[config.mk]
export PLATFORM = sky130hd
export DESIGN_NAME = adc_pwr_tracker
export DESIGN_NICKNAME = d
export VERILOG_FILES = /design/src/rtl/adc_pwr_pkg.sv /design/src/rtl/adc_pwr_edges.sv /design/src/rtl/adc_pwr_frame.sv /design/src/rtl/adc_pwr_wake.sv /design/src/rtl/adc_pwr_tracker.sv
export SDC_FILE = /design/constraint.sdc
export NUM_CORES = 1
export LEC_CHECK = 0
export ABC_AREA = 1
export BUFFER_PORTS_ARGS = -buffer_cell sky130_fd_sc_hd__buf_2
export CAP_MARGIN = 15
export CELL_PAD_IN_SITES_DETAIL_PLACEMENT = 0
export CELL_PAD_IN_SITES_GLOBAL_PLACEMENT = 1
export CORE_AREA = 2 2 56 58
export DETAILED_ROUTE_END_ITERATION = 7
export DIE_AREA = 0 0 58 60
export PLACE_DENSITY_LB_ADDON = 0.1
export REMOVE_ABC_BUFFERS = 1
export SLEW_MARGIN = 25
export SYNTH_ARGS = -nofsm -noshare
export SYNTH_HDL_FRONTEND = slang
export SYNTH_SLANG_ARGS = --single-unit
[constraint.sdc]
create_clock -name clk_i -period 2.4 [get_ports clk_i]
set_input_delay 0.12 -clock clk_i [delete_from_list [all_inputs] [get_ports clk_i]]
set_output_delay 0.12 -clock clk_i [all_outputs]
set_load 0.02 [all_outputs]
[src/rtl/adc_pwr_pkg.sv]
package adc_pwr_pkg;
  typedef enum logic [1:0] {
    MODE_NORMAL  = 2'd0,
    MODE_PARTIAL = 2'd1,
    MODE_FULL    = 2'd2,
    MODE_WAKING  = 2'd3
  } pwr_mode_e;

  typedef enum logic [1:0] {
    CLS_SHORT = 2'd0,
    CLS_ABORT = 2'd1,
    CLS_DONE  = 2'd2
  } frame_cls_e;
endpackage

[src/rtl/adc_pwr_edges.sv]
module adc_pwr_edges (
  input  logic clk_i,
  input  logic rst_ni,
  input  logic cs_n_i,
  input  logic sclk_i,
  output logic cs_fall_o,
  output logic cs_rise_o,
  output logic sclk_fall_o
);
  logic cs_q, sclk_q;

  always_ff @(posedge clk_i or negedge rst_ni) begin
    if (!rst_ni) begin
      cs_q   <= 1'b1;
      sclk_q <= 1'b1;
    end else begin
      cs_q   <= cs_n_i;
      sclk_q <= sclk_i;
    end
  end

  assign cs_fall_o   = cs_q & ~cs_n_i;
  assign cs_rise_o   = ~cs_q & cs_n_i;
  // only edges inside a selected frame are counted
  assign sclk_fall_o = sclk_q & ~sclk_i & ~cs_n_i;

  AST_SCLK_APART_FROM_CS: assert property (@(posedge clk_i) disable iff (!rst_ni)
    (cs_fall_o || cs_rise_o) |-> !(sclk_q && !sclk_i));
endmodule

[src/rtl/adc_pwr_frame.sv]
module adc_pwr_frame
  import adc_pwr_pkg::*;
#(
  parameter int WIN_LO = 2,
  parameter int WIN_HI = 10
) (
  input  logic       clk_i,
  input  logic       rst_ni,
  input  logic       cs_fall_i,
  input  logic       sclk_fall_i,
  output frame_cls_e cls_o
);
  localparam int CW = $clog2(WIN_HI + 1);
  localparam logic [CW-1:0] LO = CW'(WIN_LO);
  localparam logic [CW-1:0] HI = CW'(WIN_HI);

  logic [CW-1:0] cnt_q;

  always_ff @(posedge clk_i or negedge rst_ni) begin
    if (!rst_ni)                         cnt_q <= '0;
    else if (cs_fall_i)                  cnt_q <= '0;
    else if (sclk_fall_i && cnt_q != HI) cnt_q <= cnt_q + 1'b1;
  end

  always_comb begin
    if (cnt_q >= HI)      cls_o = CLS_DONE;
    else if (cnt_q >= LO) cls_o = CLS_ABORT;
    else                  cls_o = CLS_SHORT;
  end

  AST_CNT_BOUNDED: assert property (@(posedge clk_i) disable iff (!rst_ni)
    cnt_q <= HI);
  AST_CNT_RESTART: assert property (@(posedge clk_i) disable iff (!rst_ni)
    cs_fall_i |=> cnt_q == '0);
endmodule

[src/rtl/adc_pwr_wake.sv]
module adc_pwr_wake #(
  parameter int WAKE_CYC = 150
) (
  input  logic clk_i,
  input  logic rst_ni,
  input  logic start_i,
  input  logic stop_i,
  output logic done_o
);
  localparam int TW = $clog2(WAKE_CYC + 1);
  localparam logic [TW-1:0] LAST = TW'(WAKE_CYC);

  logic [TW-1:0] cnt_q;
  logic          run_q;

  always_ff @(posedge clk_i or negedge rst_ni) begin
    if (!rst_ni) begin
      cnt_q <= '0;
      run_q <= 1'b0;
    end else if (start_i) begin
      cnt_q <= '0;
      run_q <= 1'b1;
    end else if (stop_i) begin
      run_q <= 1'b0;
    end else if (run_q && cnt_q != LAST) begin
      cnt_q <= cnt_q + 1'b1;
    end
  end

  assign done_o = run_q && (cnt_q == LAST);

  AST_WAKE_STEPS: assert property (@(posedge clk_i) disable iff (!rst_ni)
    (run_q && !start_i && !stop_i && cnt_q != LAST) |=> cnt_q == $past(cnt_q) + 1'b1);
  AST_WAKE_START_ZERO: assert property (@(posedge clk_i) disable iff (!rst_ni)
    start_i |=> !done_o);
endmodule

[src/rtl/adc_pwr_tracker.sv]
module adc_pwr_tracker
  import adc_pwr_pkg::*;
#(
  parameter pwr_mode_e INIT_MODE = MODE_NORMAL,
  parameter int        WIN_LO    = 2,
  parameter int        WIN_HI    = 10,
  parameter int        WAKE_CYC  = 150
) (
  input  logic       clk_i,
  input  logic       rst_ni,
  input  logic       cs_n_i,
  input  logic       sclk_i,
  output logic [1:0] mode_o,
  output logic       powered_up_o,
  output logic       frame_vld_o,
  output logic [1:0] frame_cls_o,
  output logic       data_ok_o
);
  logic       cs_fall, cs_rise, sclk_fall, wake_done, wake_start, wake_stop;
  frame_cls_e cls;
  pwr_mode_e  mode_q, mode_d, start_mode_q;

  adc_pwr_edges u_edges (
    .clk_i, .rst_ni, .cs_n_i, .sclk_i,
    .cs_fall_o(cs_fall), .cs_rise_o(cs_rise), .sclk_fall_o(sclk_fall)
  );

  adc_pwr_frame #(.WIN_LO(WIN_LO), .WIN_HI(WIN_HI)) u_frame (
    .clk_i, .rst_ni, .cs_fall_i(cs_fall), .sclk_fall_i(sclk_fall), .cls_o(cls)
  );

  adc_pwr_wake #(.WAKE_CYC(WAKE_CYC)) u_wake (
    .clk_i, .rst_ni, .start_i(wake_start), .stop_i(wake_stop), .done_o(wake_done)
  );

  // timer starts on the dummy frame's CS fall, survives only if the frame completes
  assign wake_start = cs_fall && (mode_q == MODE_FULL);
  assign wake_stop  = (cs_rise && mode_q == MODE_FULL && cls != CLS_DONE) ||
                      (mode_q == MODE_WAKING && wake_done);

  always_comb begin
    mode_d = mode_q;
    unique case (mode_q)
      MODE_NORMAL:  if (cs_rise && cls == CLS_ABORT) mode_d = MODE_PARTIAL;
      MODE_PARTIAL: if (cs_rise) begin
                      if (cls == CLS_ABORT)     mode_d = MODE_FULL;
                      else if (cls == CLS_DONE) mode_d = MODE_NORMAL;
                    end
      MODE_FULL:    if (cs_rise && cls == CLS_DONE) mode_d = MODE_WAKING;
      MODE_WAKING:  if (wake_done) mode_d = MODE_NORMAL;
      default:      mode_d = mode_q;
    endcase
  end

  always_ff @(posedge clk_i or negedge rst_ni) begin
    if (!rst_ni) begin
      mode_q       <= INIT_MODE;
      start_mode_q <= INIT_MODE;
      frame_vld_o  <= 1'b0;
      frame_cls_o  <= 2'd0;
      data_ok_o    <= 1'b0;
    end else begin
      mode_q      <= mode_d;
      frame_vld_o <= cs_rise;
      if (cs_fall) start_mode_q <= mode_q;
      if (cs_rise) begin
        frame_cls_o <= cls;
        data_ok_o   <= (start_mode_q == MODE_NORMAL) && (cls == CLS_DONE);
      end else begin
        data_ok_o   <= 1'b0;
      end
    end
  end

  assign mode_o       = mode_q;
  assign powered_up_o = (mode_q == MODE_NORMAL);

  AST_VLD_ONE_CYCLE: assert property (@(posedge clk_i) disable iff (!rst_ni)
    frame_vld_o |=> !frame_vld_o);
  AST_ABORT_TO_PARTIAL: assert property (@(posedge clk_i) disable iff (!rst_ni)
    (cs_rise && cls == CLS_ABORT && mode_q == MODE_NORMAL) |=> mode_o == MODE_PARTIAL);
  AST_ABORT_TO_FULL: assert property (@(posedge clk_i) disable iff (!rst_ni)
    (cs_rise && cls == CLS_ABORT && mode_q inside {MODE_PARTIAL, MODE_FULL}) |=> mode_o == MODE_FULL);
  AST_SHORT_KEEPS_MODE: assert property (@(posedge clk_i) disable iff (!rst_ni)
    (cs_rise && cls == CLS_SHORT && mode_q != MODE_WAKING) |=> $stable(mode_o));
  AST_WAKING_HOLDS: assert property (@(posedge clk_i) disable iff (!rst_ni)
    (mode_q == MODE_WAKING && !wake_done) |=> mode_o == MODE_WAKING);
  AST_OK_NEEDS_DONE: assert property (@(posedge clk_i) disable iff (!rst_ni)
    data_ok_o |-> (frame_vld_o && frame_cls_o == CLS_DONE));
endmodule

==> flow_metrics.py <==
metrics = {
    "status": {
        "status": "completed",
    },
    "pwr": {
        "switchingPower_mw": 0.587,
        "comb_power_share": 0.409,
        "p_per_area_nw_per_um2": 952,
        "p_seq_frac": 0.459,
        "vdd_drop_max_uv": 630,
        "p_leak_nw": 0.788,
        "p_int_mw": 0.763,
        "pwr-share-clk": 0.132,
        "swShare": 0.435,
    },
    "clock_tree": {
        "post-cts-setup-buffers": 0,
        "htreeDepth": 1,
        "clock-root-buffer": "clkbuf_4",
        "tritoncts": "yes",
        "clk_latency_ns": 0.31,
        "clk_transition_reported_paths_ns": 0.13,
        "clock_path_buffers": 2,
        "cts_num_sinks": 23,
        "numCtsBuffers": 3,
    },
    "die": {
        "chipWidth_um": 58,
        "ios": 11,
        "rows": 20,
        "die_h_um": 60,
        "die-area_sq_um": 3480,
        "floorplan.initialDensity": 0.441,
        "core_area_sq_um": 2900,
    },
    "global_routing": {
        "globalRouteOverflowTotal": 0,
        "antenna_found_initial": 0,
        "grt_start_max_net_pins": 24,
        "grt_usage": 0.167,
        "grt_pass1_wl_mm": 4.40,
        "grt_pass1_vias": 1023,
    },
    "worst_setup_path": {
        "required_ns": 2.65,
        "arrival_ns": 1.82,
        "path_max_fanout": 11,
        "critPathLaunchType": "flop",
        "critPathCaptureType": "flop",
        "critPathKind": "reg -> reg",
    },
    "logic_synthesis": {
        "ys_types": 25,
        "synth_area_leaders": "dfrtp_1 (41%), nand2_1 (12%), nor2_1 (4.7%)",
        "yosysWarnings": 0,
        "syn_area_sq_um": 1280,
        "ys_async_sr_fraction": 1.00,
        "synth_most_common_cell": "nand2_1",
        "synthCells": 153,
        "synth_edf_count": 0,
        "seq_area_frac_synth": 0.452,
        "synth_area_leader_cell": "dfrtp_1",
        "avgSynthCellArea_sq_um": 8.37,
        "ys_ff_latch": 23,
        "synthFlopType": "dfrtp_1",
        "yosysTopAreaCellShare": 0.411,
        "yosys-top-cells-count": "nand2_1 (42), dfrtp_1 (21), nor2_1 (16), inv_1 (15), nand3_1 (9)",
    },
    "routing": {
        "via_count": 1004,
        "first_pass_iters": 4,
        "drt-total-wl_mm": 2.44,
        "drtIter0Drc": 39,
        "wl_per_cell_um": 12.1,
        "antenna_left": 0,
        "vias_per_cell": 4.97,
        "drc": 0,
    },
    "place": {
        "portBuffers": 10,
        "dp_hpwl_mm": 1.85,
        "placed_cells_incl_taps": 195,
        "gp_congestion": 0.782,
        "place_ws_ns": 0.855,
    },
    "timing": {
        "drv_slew": 0,
        "fin_setup_tns_ns": 0,
        "finalHoldViolCount": 0,
        "period_needed_ns": 1.58,
        "min_period_over_period": 0.657,
        "timing.hold.ws_ns": 0.300,
        "fmax_ghz": 0.635,
        "finalSetupViolations": 0,
        "fin_ws_ns": 0.824,
        "rsz0062_at_grt": "false",
        "slew_headroom": 0.650,
        "worst_pin_slew_ns": 0.525,
        "finalClockSkew_ns": 0.000761,
    },
    "min_path": {
        "hold_class": "in -> async",
    },
    "cells_and_area": {
        "fin_util": 0.488,
        "stdcell_count": 202,
        "finalNetCount": 178,
        "diodes": 0,
        "drive_above_1_share": 0.213,
        "syn_to_final_growth_pct": 10.8,
    },
    "job": {
        "drv_cap": 0,
    },
}
power groups by stage:
stage                     Combinational, mW  Sequential [mW]  Clock (mW)
after CTS                             0.563            0.618       0.191
after global routing                  0.642            0.639       0.206
after floorplan                       0.414            0.621           0
after detailed placement              0.556            0.627           0
final                                 0.552            0.619       0.179
after global placement                0.552            0.623           0
flip-flops by register name, summed over array words and instances, names as in the netlist, named ones only:
register / flops
mode_o: 1
u_edges.cs_q: 1
u_frame.cnt_q: 4
u_wake.run_q: 1
u_wake.cnt_q: 8
u_edges.sclk_q: 1
data_ok_o: 1
start_mode_q: 2
frame_cls_o: 2
frame_vld_o: 1
worst max-delay path, cell delays in order, from the launching register on:
cell	delay, ns
dfrtp_1	0.42
inv_1	0.13
ha_1	0.16
nand2_1	0.04
nor2_1	0.14
nand2_1	0.08
nand3_2	0.08
nand2_2	0.18
inv_2	0.16
nand2_1	0.06
o21ai_1	0.06
routing by layer:
metal | vias to the layer above | part of all wire | global-route usage | wire length, um
li1 | 521 | - | - | -
met1 | 458 | 0.45 | 0.199 | 1100
met2 | 17 | 0.49 | 0.289 | 1200
met3 | 8 | 0.023 | 0.0195 | 57
met4 | 0 | 0.029 | 0.0997 | 71
met5 | - | 0 | 0 | 0
cells by family (layout without fill, tap and decap cells):
logic type | count (synthesis) | count (layout) | synth area share
and+or+nand+nor | 82 | 82 | 0.314
DFF | 23 | 23 | 0.452
buffers and inverters | 20 | 36 | 0.0655
AOI/OAI and AO/OA | 18 | 18 | 0.0890
xor gates and xnor gates | 6 | 6 | 0.0411
adders and majority gates | 4 | 4 | 0.0391
through the flow:
step                      total power [mW]  area (sq um)
after floorplan                       1.03          1270
after global placement                1.17          1360
after detailed placement              1.18          1360
after CTS                             1.37          1420
after global routing                  1.49          1420
final                                 1.35          1420
layout make-up:
| class | count | area [sq um] |
|---|---|---|
| repair buffers | 13 | 80.1 |
| multi-input cells | 110 | 618 |
| inverters | 19 | 72.6 |
| fillers | 282 | 1490 |
| clock buffers | 3 | 22.5 |
| clock inverters | 1 | 5.00 |
| flip-flops and latches | 23 | 578 |
| well taps | 33 | 41.3 |
cell usage in the layout (no fill, tap or decap), drive strengths merged, types with 3 or more instances in the layout:
cell type    synthesis  routed
nand2               46      46
dfrtp               21      21
nor2                18      18
inv                 18      18
nand3               14      14
o21ai               11      11
buf                  1      10
xor2                 6       6
a21oi                5       5
ha                   4       4
clkbuf               0       3
dlygate4sd3          0       3
what timing repair did:
action | in CTS | in global routing
hold buffers | 3 | 0
endpoints found under the hold margin | 23 | 0
resized for setup | 0 | 0
worst paths after layout:
path | from | end | slack (ns) | cells after the start
worst min-delay path | rst_ni | u_wake.cnt_q[3]$_DFFE_PN0P_ | 0.30 | 2
worst max register to register | u_wake.cnt_q[0]$_DFFE_PN0P_ | u_wake.cnt_q[7]$_DFFE_PN0P_ | 0.82 | 10
min in group clk_i | start_mode_q[0]$_DFFE_PN0P_ | data_ok_o$_DFF_PN0_ | 0.45 | 1
worst min register to register | start_mode_q[0]$_DFFE_PN0P_ | data_ok_o$_DFF_PN0_ | 0.45 | 1
max in group asynchronous | rst_ni | u_edges.cs_q$_DFF_PN1_ | 1.74 | 2
worst max-delay path | u_wake.cnt_q[0]$_DFFE_PN0P_ | u_wake.cnt_q[7]$_DFFE_PN0P_ | 0.82 | 10
No activity file was read; power rests on OpenSTA's default activity.
